--- config.mk ---
export PLATFORM = sky130hd
export DESIGN_NAME = bin_to_bcd_seq
export DESIGN_NICKNAME = d
export VERILOG_FILES = /design/src/rtl/bcd_conv_pkg.sv /design/src/rtl/bcd_nib_adj.sv /design/src/rtl/bcd_iter_ctrl.sv /design/src/rtl/bcd_shift_path.sv /design/src/rtl/bin_to_bcd_seq.sv
export SDC_FILE = /design/constraint.sdc
export NUM_CORES = 1
export LEC_CHECK = 0
export CAP_MARGIN = 10
export CORE_MARGIN = 5
export CORE_UTILIZATION = 50
export CTS_BUF_LIST = sky130_fd_sc_hd__clkbuf_4 sky130_fd_sc_hd__clkbuf_8
export CTS_CLUSTER_SIZE = 8
export DETAILED_ROUTE_END_ITERATION = 10
export GPL_ROUTABILITY_DRIVEN = 0
export GPL_TIMING_DRIVEN = 0
export PLACE_DENSITY = 0.89
export SLEW_MARGIN = 10
export SYNTH_ARGS = -nofsm -noshare
export SYNTH_HDL_FRONTEND = slang
export SYNTH_SLANG_ARGS = --single-unit
--- constraint.sdc ---
create_clock -name clk -period 2.65 [get_ports clk]
set_input_delay 0.53 -clock clk [delete_from_list [all_inputs] [get_ports clk]]
set_output_delay 0.53 -clock clk [all_outputs]
set_load 0.01 [all_outputs]
--- src/rtl/bcd_conv_pkg.sv ---
package bcd_conv_pkg;
  localparam int NIB_W = 4;
  localparam int BYTE_W = 8;

  typedef enum logic {
    CONV_IDLE = 1'b0,
    CONV_RUN  = 1'b1
  } conv_state_e;
endpackage

--- src/rtl/bcd_nib_adj.sv ---
module bcd_nib_adj
  import bcd_conv_pkg::*;
(
  input  logic [NIB_W-1:0] nib_i,
  output logic [NIB_W-1:0] nib_o
);
  logic [NIB_W-1:0] plus3;

  always_comb begin
    plus3 = nib_i + NIB_W'(3);
    nib_o = plus3[NIB_W-1] ? plus3 : nib_i;
  end
endmodule

--- src/rtl/bcd_iter_ctrl.sv ---
module bcd_iter_ctrl
  import bcd_conv_pkg::*;
#(
  parameter int ITER = 16
) (
  input  logic clk,
  input  logic rst,
  input  logic start_i,
  output logic load_o,
  output logic step_o,
  output logic last_o,
  output logic busy_o,
  output logic done_o
);
  localparam int CNT_W = $clog2(ITER + 1);
  localparam logic [CNT_W-1:0] LAST_IDX = CNT_W'(ITER - 1);

  conv_state_e      state_q;
  logic [CNT_W-1:0] cnt_q;
  logic             done_q;

  always_comb begin
    load_o = (state_q == CONV_IDLE) && start_i;
    step_o = (state_q == CONV_RUN);
    last_o = step_o && (cnt_q == LAST_IDX);
    busy_o = (state_q == CONV_RUN);
    done_o = done_q;
  end

  always_ff @(posedge clk) begin
    if (rst) begin
      state_q <= CONV_IDLE;
      cnt_q   <= '0;
      done_q  <= 1'b0;
    end else begin
      done_q <= 1'b0;
      if (load_o) begin
        state_q <= CONV_RUN;
        cnt_q   <= '0;
      end else if (step_o) begin
        cnt_q <= cnt_q + CNT_W'(1);
        if (last_o) begin
          state_q <= CONV_IDLE;
          done_q  <= 1'b1;
        end
      end
    end
  end
endmodule

--- src/rtl/bcd_shift_path.sv ---
module bcd_shift_path
  import bcd_conv_pkg::*;
#(
  parameter int BIN_W = 16,
  parameter int RES_BYTES = 3
) (
  input  logic                          clk,
  input  logic                          rst,
  input  logic                          load_i,
  input  logic                          step_i,
  input  logic                          last_i,
  input  logic [BIN_W-1:0]              bin_i,
  output logic [RES_BYTES*BYTE_W-1:0]   res_o
);
  localparam int RES_W = RES_BYTES * BYTE_W;
  localparam int NIBS  = RES_W / NIB_W;

  logic [BIN_W-1:0] bin_q;
  logic [RES_W-1:0] res_q;
  logic [RES_W-1:0] shifted;
  logic [RES_W-1:0] adjusted;

  assign shifted = {res_q[RES_W-2:0], bin_q[BIN_W-1]};

  for (genvar n = 0; n < NIBS; n++) begin : g_nib
    bcd_nib_adj u_adj (
      .nib_i(shifted[n*NIB_W +: NIB_W]),
      .nib_o(adjusted[n*NIB_W +: NIB_W])
    );
  end

  always_ff @(posedge clk) begin
    if (rst) begin
      bin_q <= '0;
      res_q <= '0;
    end else if (load_i) begin
      bin_q <= bin_i;
      res_q <= '0;
    end else if (step_i) begin
      bin_q <= {bin_q[BIN_W-2:0], 1'b0};
      res_q <= last_i ? shifted : adjusted;
    end
  end

  assign res_o = res_q;
endmodule

--- src/rtl/bin_to_bcd_seq.sv ---
module bin_to_bcd_seq
  import bcd_conv_pkg::*;
#(
  parameter int BIN_W = 16,
  parameter int RES_BYTES = 3
) (
  input  logic                        clk,
  input  logic                        rst,
  input  logic                        start_i,
  input  logic [BIN_W-1:0]            bin_i,
  output logic                        busy_o,
  output logic                        done_o,
  output logic [RES_BYTES*8-1:0]      bcd_o
);
  logic load, step, last;

  bcd_iter_ctrl #(.ITER(BIN_W)) u_ctrl (
    .clk(clk), .rst(rst), .start_i(start_i),
    .load_o(load), .step_o(step), .last_o(last),
    .busy_o(busy_o), .done_o(done_o)
  );

  bcd_shift_path #(.BIN_W(BIN_W), .RES_BYTES(RES_BYTES)) u_path (
    .clk(clk), .rst(rst), .load_i(load), .step_i(step), .last_i(last),
    .bin_i(bin_i), .res_o(bcd_o)
  );
endmodule

== Word level (Yosys, flattened, before mapping) ==
Index checks and enable logic that the tools add are counted.

* Register bits after elaboration: 47
* Input bits: 19
* Output and inout bits: 26

* Add/subtract/negate cells: 7
* Equality and inequality tests: 1
* Multiplexer cells: 13
* Bitwise gates (word level): 1
* Reductions and logical operators: 5

{| class="wikitable"
|+ Operators with widths
! operator !! count
|-
| $mux W16 || 2
|-
| $add A4 B2 Y4 const B || 6
|-
| $mux W24 || 1
|-
| $mux W4 || 6
|-
| $add A5 B1 Y5 const B || 1
|-
| $eq A5 B4 Y1 const B || 1
|-
| $mux W1 || 4
|-
| $reduce_or A3 Y1 || 1
|-
| $logic_and A1 B1 Y1 || 2
|-
| $reduce_bool A2 Y1 || 1
|-
| $reduce_or A2 Y1 || 1
|-
| $not A1 Y1 || 1
|}

== Longest topological paths before layout ==
Gate-level depths: netlist of the first run.

* Depth in word-level cells: 5
* Mapped depth: 8

== By module ==
Synthesis of the first run repeated with hierarchy kept, for this count alone.

* Cells, all modules: 287
* Area, all modules: 2742.6 um^2

{| class="wikitable"
|+ By module, submodules not included
! module !! instances !! cells an instance !! area each (um^2) !! sequential area each (um^2)
|-
| bcd_shift_path || 1 || 179 || 1938.1 || 800.8
|-
| bcd_nib_adj || 6 || 12 || 77.6 || 0.0
|-
| bcd_iter_ctrl || 1 || 36 || 339.1 || 140.1
|}

== Worst setup path after synthesis of the first run ==
No wires, ideal clock.

* Path kind: register to register
* Start: register u_ctrl.cnt_q[0]
* End: register u_path.res_q[14] (netlist: u_path.res_o[14])
* Library setup time: 0.092 ns
* Data arrival time: 1.655 ns
* Required time: 2.558 ns
* Path slack: 0.903 ns
* Cell stages (with the launch flop): 8
* Buffers on the path: 1
* Period minus slack after synthesis: 1.747 ns
* Path through: dfxtp_1 > ha_1 > and3_1 > ha_1 > buf_2 > a21boi_1 > a211oi_1 > nor4_1

* Cells in the longest elaborated chain, start to end: 3

{| class="wikitable"
|+ RTL lines
! element !! RTL line !! source
|-
| start: declaration || bcd_iter_ctrl.sv:19 || <nowiki>logic [CNT_W-1:0] cnt_q;</nowiki>
|-
| start signal: assignment || bcd_iter_ctrl.sv:41 || <nowiki>cnt_q <= cnt_q + CNT_W'(1);</nowiki>
|-
| $eq A5 B4 Y1 || bcd_iter_ctrl.sv:25 || <nowiki>last_o = step_o && (cnt_q == LAST_IDX);</nowiki>
|-
| $logic_and A1 B1 Y1 || bcd_iter_ctrl.sv:25 ||
|-
| $mux W24 || bcd_shift_path.sv:41 || <nowiki>res_q <= last_i ? shifted : adjusted;</nowiki>
|-
| end signal: assignment || bcd_shift_path.sv:41 ||
|-
| end: declaration || bcd_shift_path.sv:19 || <nowiki>logic [RES_W-1:0] res_q;</nowiki>
|}

Every way passes these cells.
A chain may end at the register's enable or synchronous reset.

== Worst setup path after layout of the first run ==
* Start: register u_ctrl.state_q (netlist: u_ctrl.busy_o)
* End: output port busy_o

{| class="wikitable"
|+ RTL lines
! element !! RTL line !! source
|-
| start: declaration || bcd_iter_ctrl.sv:18 || <nowiki>conv_state_e state_q;</nowiki>
|-
| start signal: assignment || bcd_iter_ctrl.sv:32 || <nowiki>state_q <= CONV_IDLE;</nowiki>
|-
| start signal: assignment || bcd_iter_ctrl.sv:38 || <nowiki>state_q <= CONV_RUN;</nowiki>
|-
| start signal: assignment || bcd_iter_ctrl.sv:43 || <nowiki>state_q <= CONV_IDLE;</nowiki>
|-
| end: declaration || bin_to_bcd_seq.sv:11 || <nowiki>output logic busy_o,</nowiki>
|}

No word-level cell between the ends.

==> impl_metrics.tcl, run 1 <==
set metrics [dict create \
    synth-compound-area-share_pct 15.9 \
    setup_tns_ns 0 \
    clock_latency_ns 0.30 \
    cp_slowest_cell "clkdlybuf4s50_1" \
    synth_seq_area_share_pct 39.1 \
    synth_xor_area_share_pct 3.28 \
    ios 45 \
    cap_violations 0 \
    wl_per_cell_um 15.0 \
    cts_inserted_buffers 5 \
    hold_ws_ns 0.458 \
    drtIter0Drc 122 \
    max_freq_ghz 0.490 \
    grt_pass1_wl_mm 9.45 \
    area_growth_pct 25.1 \
    nNetsFinal 364 \
    path_cells "clkdlybuf4s50_1" \
    cts_tree "done" \
    synth_common_cells "47 x dfxtp_1, 37 x nand2_1, 25 x inv_1, 25 x nor2_1, 21 x a21oi_1" \
    status "finished clean" \
    core_area_mm2 0.00469 \
    ys_ff_latch 47 \
    clk_pin_slew_ns 0.08 \
    totalWireLength_mm 5.77 \
    synth.net_count 314 \
    startpoint_type "register" \
    p_leak_nw 1.16 \
    setup_violations 0 \
    cp_top_family "buffers and inverters" \
    tightest_slew_ns 0.638 \
    ctsResizeCount 0 \
    power_w 0.00154 \
    ir_drop_uv 234 \
    place_hpwl_mm 4.12 \
    n_antenna_cell 0 \
    final-hold-violation-count 0 \
    start_util_pct 51.2 \
    yosys-mux-area-fraction_pct 10.4 \
    cts_buffer_depth 2 \
    drv_slew 0 \
    synth_fa_ha_area_share_pct 7.29 \
    p_per_area_mw_per_mm2 513 \
    n_fill_cell 380 \
    yosys_warnings 0 \
    layout-drive-gt1-share_pct 11.2 \
    synth_top_family_by_area "simple AND/OR/NAND/NOR gates" \
    r2r_setup_slack_ns 0.64 \
    drtAntennaViolNets 0 \
    clock_skew_ns 0.00427 \
    async_reset_ff_share_pct 0 \
    path_buf_inv 1 \
    synth_most_common_cell "dfxtp_1" \
    syn_area_mm2 0.00240 \
    rsz0062_at_grt "false" \
    grt_pass1_vias 2027 \
    synthTopCellsByArea "dfxtp_1 39%, ha_1 7.3%, mux2_2 7.0%, nand2_1 5.8%, a211oi_1 4.4%" \
    die_height_um 79.3 \
    synth_edf_count 0 \
    grt_max_degree 14 \
    port_buffers 43 \
    critPathCaptureType "primary output" \
    first_pass_iters 4 \
    crit_path_max_fanout 9 \
    worstPathArrival_ns 1.51 \
    clkSinkCount 47 \
    antenna_found_initial 0 \
    synth_cells 281 \
    hold_buffers 0 \
    num_vias 2125 \
    placed_cells 378 \
    synth_top_area_share_pct 39.1 \
    relSlewSlack_pct 57.3 \
    root_buffer "clkbuf_8" \
    synthSimpleGateAreaFrac_pct 16.4 \
    synth_cell_types 28 \
    yosys_most_used_dff "dfxtp_1" \
    instances_no_fill 385 \
    viasPerCell 5.52 \
    critPathKind "register to primary output" \
    synth_top_area_cell "dfxtp_1" \
    grt_remaining_overflow 0 \
    cts_max_level 2 \
    fin_crit_sh_pct 76.9 \
    grt.total_usage_pct 19.0 \
    slowest_delay_ns 0.63 \
    synth_area_per_cell_um2 8.55 \
    fp-row-count 25 \
    hold_path_class "register to register" \
    cp.required_ns 2.12 \
    dieArea_mm2 0.00629 \
    post_cts_buffers 0 \
    die_w_um 79.3 \
    fin_crit_ns 2.04 \
    drc 0 \
]
-- registers in the layout, summed over array words and instances (netlist names) --
signal	flops
u_ctrl.done_o	1
u_path.res_o	24
u_ctrl.cnt_q	5
u_path.bin_q	16
u_ctrl.busy_o	1
-- power breakdown --
group	leakage, nW	switching [W]	internal [W]
clock	0.0547	0.000237	0.000287
combinational	0.719	0.000125	0.000126
sequential	0.383	0.0000292	0.000739
total	1.16	0.000392	0.00115
-- path summary, 6_finish.rpt --
| check | startpoint | depth (start not counted) | to |
|---|---|---|---|
| worst min register to register | u_path.bin_q[14] | 2 | u_path.bin_q[15] |
| worst max-delay path | u_ctrl.busy_o | 1 | busy_o |
| worst max register to register | u_ctrl.cnt_q[0] | 7 | u_path.res_o[6] |
| worst min-delay path | u_path.bin_q[14] | 2 | u_path.bin_q[15] |
-- layout by cell type, fill, tap and decap left out, types with 2 or more instances in the layout --
cell type,count
clkdlybuf4s50_1,43
mux2_2,15
and2_1,7
and4_1,6
a22o_1,6
o21ai_0,12
buf_1,2
a21boi_2,2
nor4_1,6
xnor2_1,7
clkbuf_1,4
clkbuf_8,5
dfxtp_1,47
mux2i_1,8
ha_1,14
buf_4,3
inv_1,25
nand2_1,37
xor2_1,2
a21boi_1,4
a211oi_1,14
a21oi_1,21
nor2_1,25
buf_2,8
-- cell type report --
cell class	instances	area [um^2]	share of cell area [%]
flip-flops and latches	47	941	31.3
multi-input cells	191	1280	42.6
clock inverters	1	30.0	0.998
inverters	26	97.6	3.24
repair buffers	43	430	14.3
clock buffers	6	76.3	2.54
plain buffers	17	85.1	2.83
well taps	54	67.6	2.25
-- metrics by stage --
| step | util (%) | worst slack (ns) | instance area, um^2 |
|---|---|---|---|
| 2_1_floorplan | - | 0.903 | 2400 |
| 3_3_place_gp | 61.8 | 0.619 | 2900 |
| 3_5_place_dp | 61.8 | 0.594 | 2900 |
| 4_1_cts | 64.1 | 0.623 | 3010 |
| 5_1_grt | 64.1 | 0.521 | 3010 |
| 6_report | 64.1 | 0.611 | 3010 |
-- cells by family after synthesis --
logic type / count (synthesis)
AND/OR/NAND/NOR: 85
AO/OA/AOI/OAI: 60
flip-flops: 47
buffers and inverters: 43
multiplexers: 23
adder cells (fa/ha/maj): 14
XOR/XNOR: 9
-- layer usage --
metal	share of wire, %	vias up	routed length (um)	global-route usage, %
li1	-	1053	-	-
met4	1.4	0	78	7.73
met5	0	-	0	0
met2	51	50	2960	33.2
met3	4.4	6	252	3.97
met1	43	1016	2470	22.7
(Power assumes the default switching activity.)
==> run 2, diff against run 1 <==
--- a/config.mk
+++ b/config.mk
@@ -7,13 +7,13 @@
 export LEC_CHECK = 0
 export CAP_MARGIN = 10
 export CORE_MARGIN = 5
-export CORE_UTILIZATION = 50
+export CORE_UTILIZATION = 49
 export CTS_BUF_LIST = sky130_fd_sc_hd__clkbuf_4 sky130_fd_sc_hd__clkbuf_8
 export CTS_CLUSTER_SIZE = 8
 export DETAILED_ROUTE_END_ITERATION = 10
 export GPL_ROUTABILITY_DRIVEN = 0
 export GPL_TIMING_DRIVEN = 0
-export PLACE_DENSITY = 0.89
+export PLACE_DENSITY = 0.91
 export SLEW_MARGIN = 10
 export SYNTH_ARGS = -nofsm -noshare
 export SYNTH_HDL_FRONTEND = slang
==> constraint.sdc (replaced) <==
create_clock -name clk -period 1.8 [get_ports clk]
set_input_delay 0.36 -clock clk [delete_from_list [all_inputs] [get_ports clk]]
set_output_delay 0.36 -clock clk [all_outputs]
set_load 0.01 [all_outputs]
==> run 2 against run 1 <==
Against the previous run: power grew 50%; utilization grew 2.2 points; die area grew 1.8%; flip-flop and latch count is the same; clock skew grew 0.0078 ns; hold slack lost 0.0040 ns; setup slack lost 0.56 ns; sequential share of layout area shrank 1.3 points; routed wire length grew 4.2%.
==> impl_metrics.tcl, run 2 (same netlist as run 1, synthesis figures left out) <==
set metrics [dict create \
    top_usage_layer "met2" \
    cts_inserted_buffers 5 \
    grt_pass1_wl_mm 9.60 \
    antenna_found_initial 0 \
    setup_violations 0 \
    grt_max_degree 16 \
    p_leak_nw 1.19 \
    num_vias 2227 \
    wl_per_cell_um 15.0 \
    area_growth_pct 31.1 \
    r2r_setup_slack_ns 0.05 \
    power_w 0.00231 \
    worstPathArrival_ns 1.93 \
    fin_crit_ns 1.75 \
    clkSinkCount 47 \
    drtIter0Drc 263 \
    clk_pin_slew_ns 0.09 \
    place_hpwl_mm 3.99 \
    regToRegEndpoint "u_path.res_o[19]" \
    status "finished clean" \
    max_freq_ghz 0.571 \
    drc 0 \
    drv_slew 0 \
    critPathCaptureType "register" \
    grt_pass1_vias 2125 \
    worstHoldStart "u_path.bin_q[13]" \
    root_buffer "clkbuf_8" \
    cts_buffer_depth 2 \
    cts_max_level 2 \
    die_height_um 80.0 \
    viasPerCell 5.55 \
    hold_path_class "register to register" \
    ir_drop_uv 567 \
    ff2ff_path_depth 8 \
    start_util_pct 50.6 \
    setup_tns_ns 0 \
    crit_path_max_fanout 10 \
    rsz0062_at_grt "false" \
    p_per_area_mw_per_mm2 734 \
    critPathKind "register to register" \
    setup_slack_ns 0.0499 \
    rr_startpoint "u_ctrl.cnt_q[0]" \
    dpl_worst_slack_ns -0.207 \
    cap_violations 0 \
    drtAntennaViolNets 0 \
    grt.total_usage_pct 19.2 \
    first_pass_iters 6 \
    holdPathStages 2 \
    layout-drive-gt1-share_pct 15.6 \
    min_to "u_path.bin_q[14]" \
    cp.required_ns 1.98 \
    tightest_slew_ns 0.646 \
    clock_skew_ns 0.0121 \
    core_area_mm2 0.00475 \
    nNetsFinal 366 \
    dieArea_mm2 0.00641 \
    totalWireLength_mm 6.01 \
    n_antenna_cell 0 \
    relSlewSlack_pct 56.8 \
    die_w_um 80.0 \
    grt_remaining_overflow 0 \
    met2_usage_pct 32.7 \
    cts_tree "done" \
    layout_common_cells "45 x dfxtp_1, 43 x clkdlybuf4s50_1, 37 x nand2_1" \
    startpoint_type "register" \
    largest_reg_flops 24 \
    final-hold-violation-count 0 \
    port_buffers 43 \
    gr-usage-met3_pct 5.19 \
    ios 45 \
    fp-row-count 25 \
    final_common_cell "dfxtp_1" \
    clock_latency_ns 0.31 \
    fin_crit_sh_pct 97.2 \
    hold_ws_ns 0.454 \
    grt_util_met1_pct 22.1 \
]
-- run 2: cell types whose count changed in the layout (fill, tap and decap cells not counted), moves of 2 or more --
cell / delta
o21ai_0: -2
dfxtp_1: -2
nor4_2: +2
a21boi_1: -4
nor4_1: -2
a21boi_4: +5
-- run 2: worst max-delay path: stages, from the launching register on --
cell and delay, ns:
dfxtp_2 0.34, ha_1 0.21, and3_4 0.20, ha_4 0.17, buf_6 0.15, clkbuf_8 0.17, and2_1 0.16, o21ai_2 0.13
a21oi_1 0.08
-- run 2: how the worst max path moves through the flow --
stage	from	endpoint	slack (ns)	cells after the start
after floorplan	u_ctrl.cnt_q[0]	u_path.res_o[14]	0.05	7
after global placement	u_ctrl.cnt_q[0]	u_path.res_o[19]	-0.16	8
after detailed placement	u_ctrl.cnt_q[0]	u_path.res_o[19]	-0.21	8
after CTS	u_ctrl.cnt_q[0]	u_path.res_o[22]	-0.02	6
after global routing	u_ctrl.cnt_q[0]	u_path.res_o[19]	0.0002	8
final	u_ctrl.cnt_q[0]	u_path.res_o[19]	0.05	8
-- run 2: where the power goes --
| part | total (W) | leakage [nW] | internal, W | switching [W] |
|---|---|---|---|---|
| Clock | 0.000790 | 0.0581 | 0.000414 | 0.000376 |
| Sequential | 0.00113 | 0.384 | 0.00109 | 0.0000470 |
| Combinational | 0.000389 | 0.744 | 0.000198 | 0.000191 |
| Total | 0.00231 | 1.19 | 0.00170 | 0.000614 |
-- run 2: what timing repair did --
item                                    CTS  global route
buffers inserted                          0             1
hold endpoints to repair                  0             0
pin swaps                                 2             6
gates resized for setup                  13            12
gates cloned                              0             1
hold buffers                              0             0
endpoints found under the setup margin   20            18
-- run 2: metal layers --
metal  vias to the layer above  wire length [um]
met5                         -                 0
met4                         0               150
met3                        18               435
met2                        93              2950
met1                      1054              2480
li1                       1062                 -
-- run 2: layout make-up --
cell class | count | area, um^2
Fill cell | 375 | 1600
Multi-Input combinational cell | 191 | 1370
Sequential cell | 47 | 946
Timing Repair Buffer | 45 | 443
Buffer | 17 | 101
Inverter | 26 | 97.6
Tap cell | 67 | 83.8
Clock buffer | 5 | 68.8
Clock inverter | 3 | 43.8
-- run 2: per-stage QoR --
stage                     cells  utilization [%]  cell area, um^2
after detailed placement    391             61.4             2920
after global routing        401             66.3             3150
after global placement      391             61.4             2920
final                       401             66.3             3150
after CTS                   399             64.7             3080
after floorplan             281                -             2400
==> run 3, diff against run 2 <==
--- a/config.mk
+++ b/config.mk
@@ -7,13 +7,13 @@
 export LEC_CHECK = 0
 export CAP_MARGIN = 10
 export CORE_MARGIN = 5
-export CORE_UTILIZATION = 49
+export CORE_UTILIZATION = 40
 export CTS_BUF_LIST = sky130_fd_sc_hd__clkbuf_4 sky130_fd_sc_hd__clkbuf_8
 export CTS_CLUSTER_SIZE = 8
 export DETAILED_ROUTE_END_ITERATION = 10
 export GPL_ROUTABILITY_DRIVEN = 0
 export GPL_TIMING_DRIVEN = 0
-export PLACE_DENSITY = 0.91
+export PLACE_DENSITY = 0.78
 export SLEW_MARGIN = 10
 export SYNTH_ARGS = -nofsm -noshare
 export SYNTH_HDL_FRONTEND = slang
==> run 3 against run 2 <==
Against the previous run: register-to-register slack hardly changed; final area increased by 0.79%; die area grew 20%; clock-buffer cell count unchanged; flip-flop and latch count stayed put; hold slack improved by 0.0054 ns; setup slack got worse by 0.0043 ns; first-iteration DRC count decreased by 59%; routed wire length shrank 1.4%; combinational power barely moved; global-route usage decreased by 3.2 points; final cell count is 2.0% higher; largest cell class unchanged; largest power group unchanged.
==> impl_metrics.tcl, run 3 (same netlist as run 1, synthesis figures left out) <==
set metrics [dict create \
    drv_slew 0 \
    layout-drive-gt1-share_pct 16.2 \
    grt.total_usage_pct 16.0 \
    n_antenna_cell 0 \
    setup_violations 0 \
    cp.depth 8 \
    cts_buffer_depth 2 \
    holdPathStages 2 \
    ff2ff_path_depth 8 \
    final_common_cell "dfxtp_1" \
    core_area_mm2 0.00589 \
    cts_tree "done" \
    nNetsFinal 366 \
    cp_slowest_cell "dfxtp_2" \
    fin_crit_ns 1.75 \
    die_w_um 87.5 \
    r2r_setup_slack_ns 0.05 \
    root_buffer "clkbuf_8" \
    viasPerCell 5.22 \
    grt_remaining_overflow 0 \
    ir_drop_uv 407 \
    critPathCaptureType "register" \
    critPathKind "register to register" \
    hold_path_class "register to register" \
    relSlewSlack_pct 57.4 \
    totalWireLength_mm 5.93 \
    drtIter0Drc 109 \
    num_vias 2133 \
    path_cells "ha_1, and3_4, ha_4, buf_8, clkbuf_8, and2_1, o21ai_1, a21oi_1" \
    layout_common_cells "44 x dfxtp_1, 43 x clkdlybuf4s50_1, 37 x nand2_1" \
    first_pass_iters 4 \
    fp-row-count 28 \
    drtAntennaViolNets 0 \
    drc 0 \
    status "finished clean" \
    grt_pass1_wl_mm 9.78 \
    cts_max_level 2 \
    p_per_area_mw_per_mm2 733 \
    grt_pass1_vias 2059 \
    clk_pin_slew_ns 0.10 \
    wl_per_cell_um 14.5 \
    place_area_mm2 0.00293 \
    port_buffers 43 \
    antenna_found_initial 0 \
    path_buf_inv 2 \
    n_fill_cell 545 \
    final_cell_area_mm2 0.00318 \
    grt_max_degree 17 \
    final-hold-violation-count 0 \
    worstPathArrival_ns 1.93 \
    clkSinkCount 47 \
    fin_crit_sh_pct 97.5 \
    hold_ws_ns 0.460 \
    crit_path_max_fanout 10 \
    largest_reg_flops 24 \
    area_growth_pct 32.1 \
    cap_violations 0 \
    clock_skew_ns 0.00783 \
    dieArea_mm2 0.00766 \
    cp.required_ns 1.97 \
    slowest_delay_ns 0.34 \
    cts_inserted_buffers 5 \
    power_w 0.00233 \
    clock_latency_ns 0.30 \
    tightest_slew_ns 0.637 \
    die_height_um 87.5 \
    place_hpwl_mm 4.13 \
    cp_top_family "adder cells" \
    p_leak_nw 1.19 \
    ios 45 \
    start_util_pct 40.8 \
    max_freq_ghz 0.570 \
    startpoint_type "register" \
]
## run 3: through the flow
stage	utilization, %	setup TNS (ns)	setup WS [ns]	cells
floorplan	-	0	0.0534	281
global placement	49.7	-1.99	-0.189	399
detailed placement	49.7	-2.27	-0.186	399
CTS	52.8	-0.00883	-0.00883	407
global route	54.0	-0.00752	-0.00752	409
finish	54.0	0	0.0456	409
## run 3: worst reg2reg max path, stage by stage, from the launching register on
cell and delay (ns):
dfxtp_2 0.34, ha_1 0.21, and3_4 0.19, ha_4 0.17, buf_8 0.15, clkbuf_8 0.17, and2_1 0.16, o21ai_1 0.16
a21oi_1 0.08
## run 3: cell type report
type                       count  area, um^2  area share, %
sequential                    47         947           29.8
clock buffer                   5        68.8           2.17
tap                           75        93.8           2.96
inverter                      26        97.6           3.07
multi-input combinational    191        1370           43.3
buffer                        17         105           3.31
timing repair buffer          45         443           13.9
clock inverter                 3        46.3           1.46
## run 3: layer usage
layer | vias up | part of all wire [%] | track usage (%)
li1 | 1066 | - | -
met2 | 52 | 50 | 27.8
met4 | 0 | 0.99 | 3.77
met3 | 7 | 5.3 | 3.12
met1 | 1008 | 44 | 20.3
met5 | - | 0 | 0
## run 3: worst paths after layout
kind,end,startpoint
worst max-delay path,u_path.res_o[19],u_ctrl.cnt_q[0]
worst min-delay path,u_path.bin_q[14],u_path.bin_q[13]
worst max register to register,u_path.res_o[19],u_ctrl.cnt_q[0]
worst min register to register,u_path.bin_q[14],u_path.bin_q[13]
## run 3: what timing repair did
action,4_1_cts,5_1_grt
pin swaps,1,4
setup buffers,0,1
gates resized for setup,17,13
cloned,0,1
endpoints found under the setup margin,19,21
hold buffers,0,0
## run 3: where the power goes
part           switching, W  internal [W]  total [W]
Clock              0.000385      0.000419   0.000804
Sequential        0.0000464       0.00109    0.00113
Combinational      0.000191      0.000199   0.000390
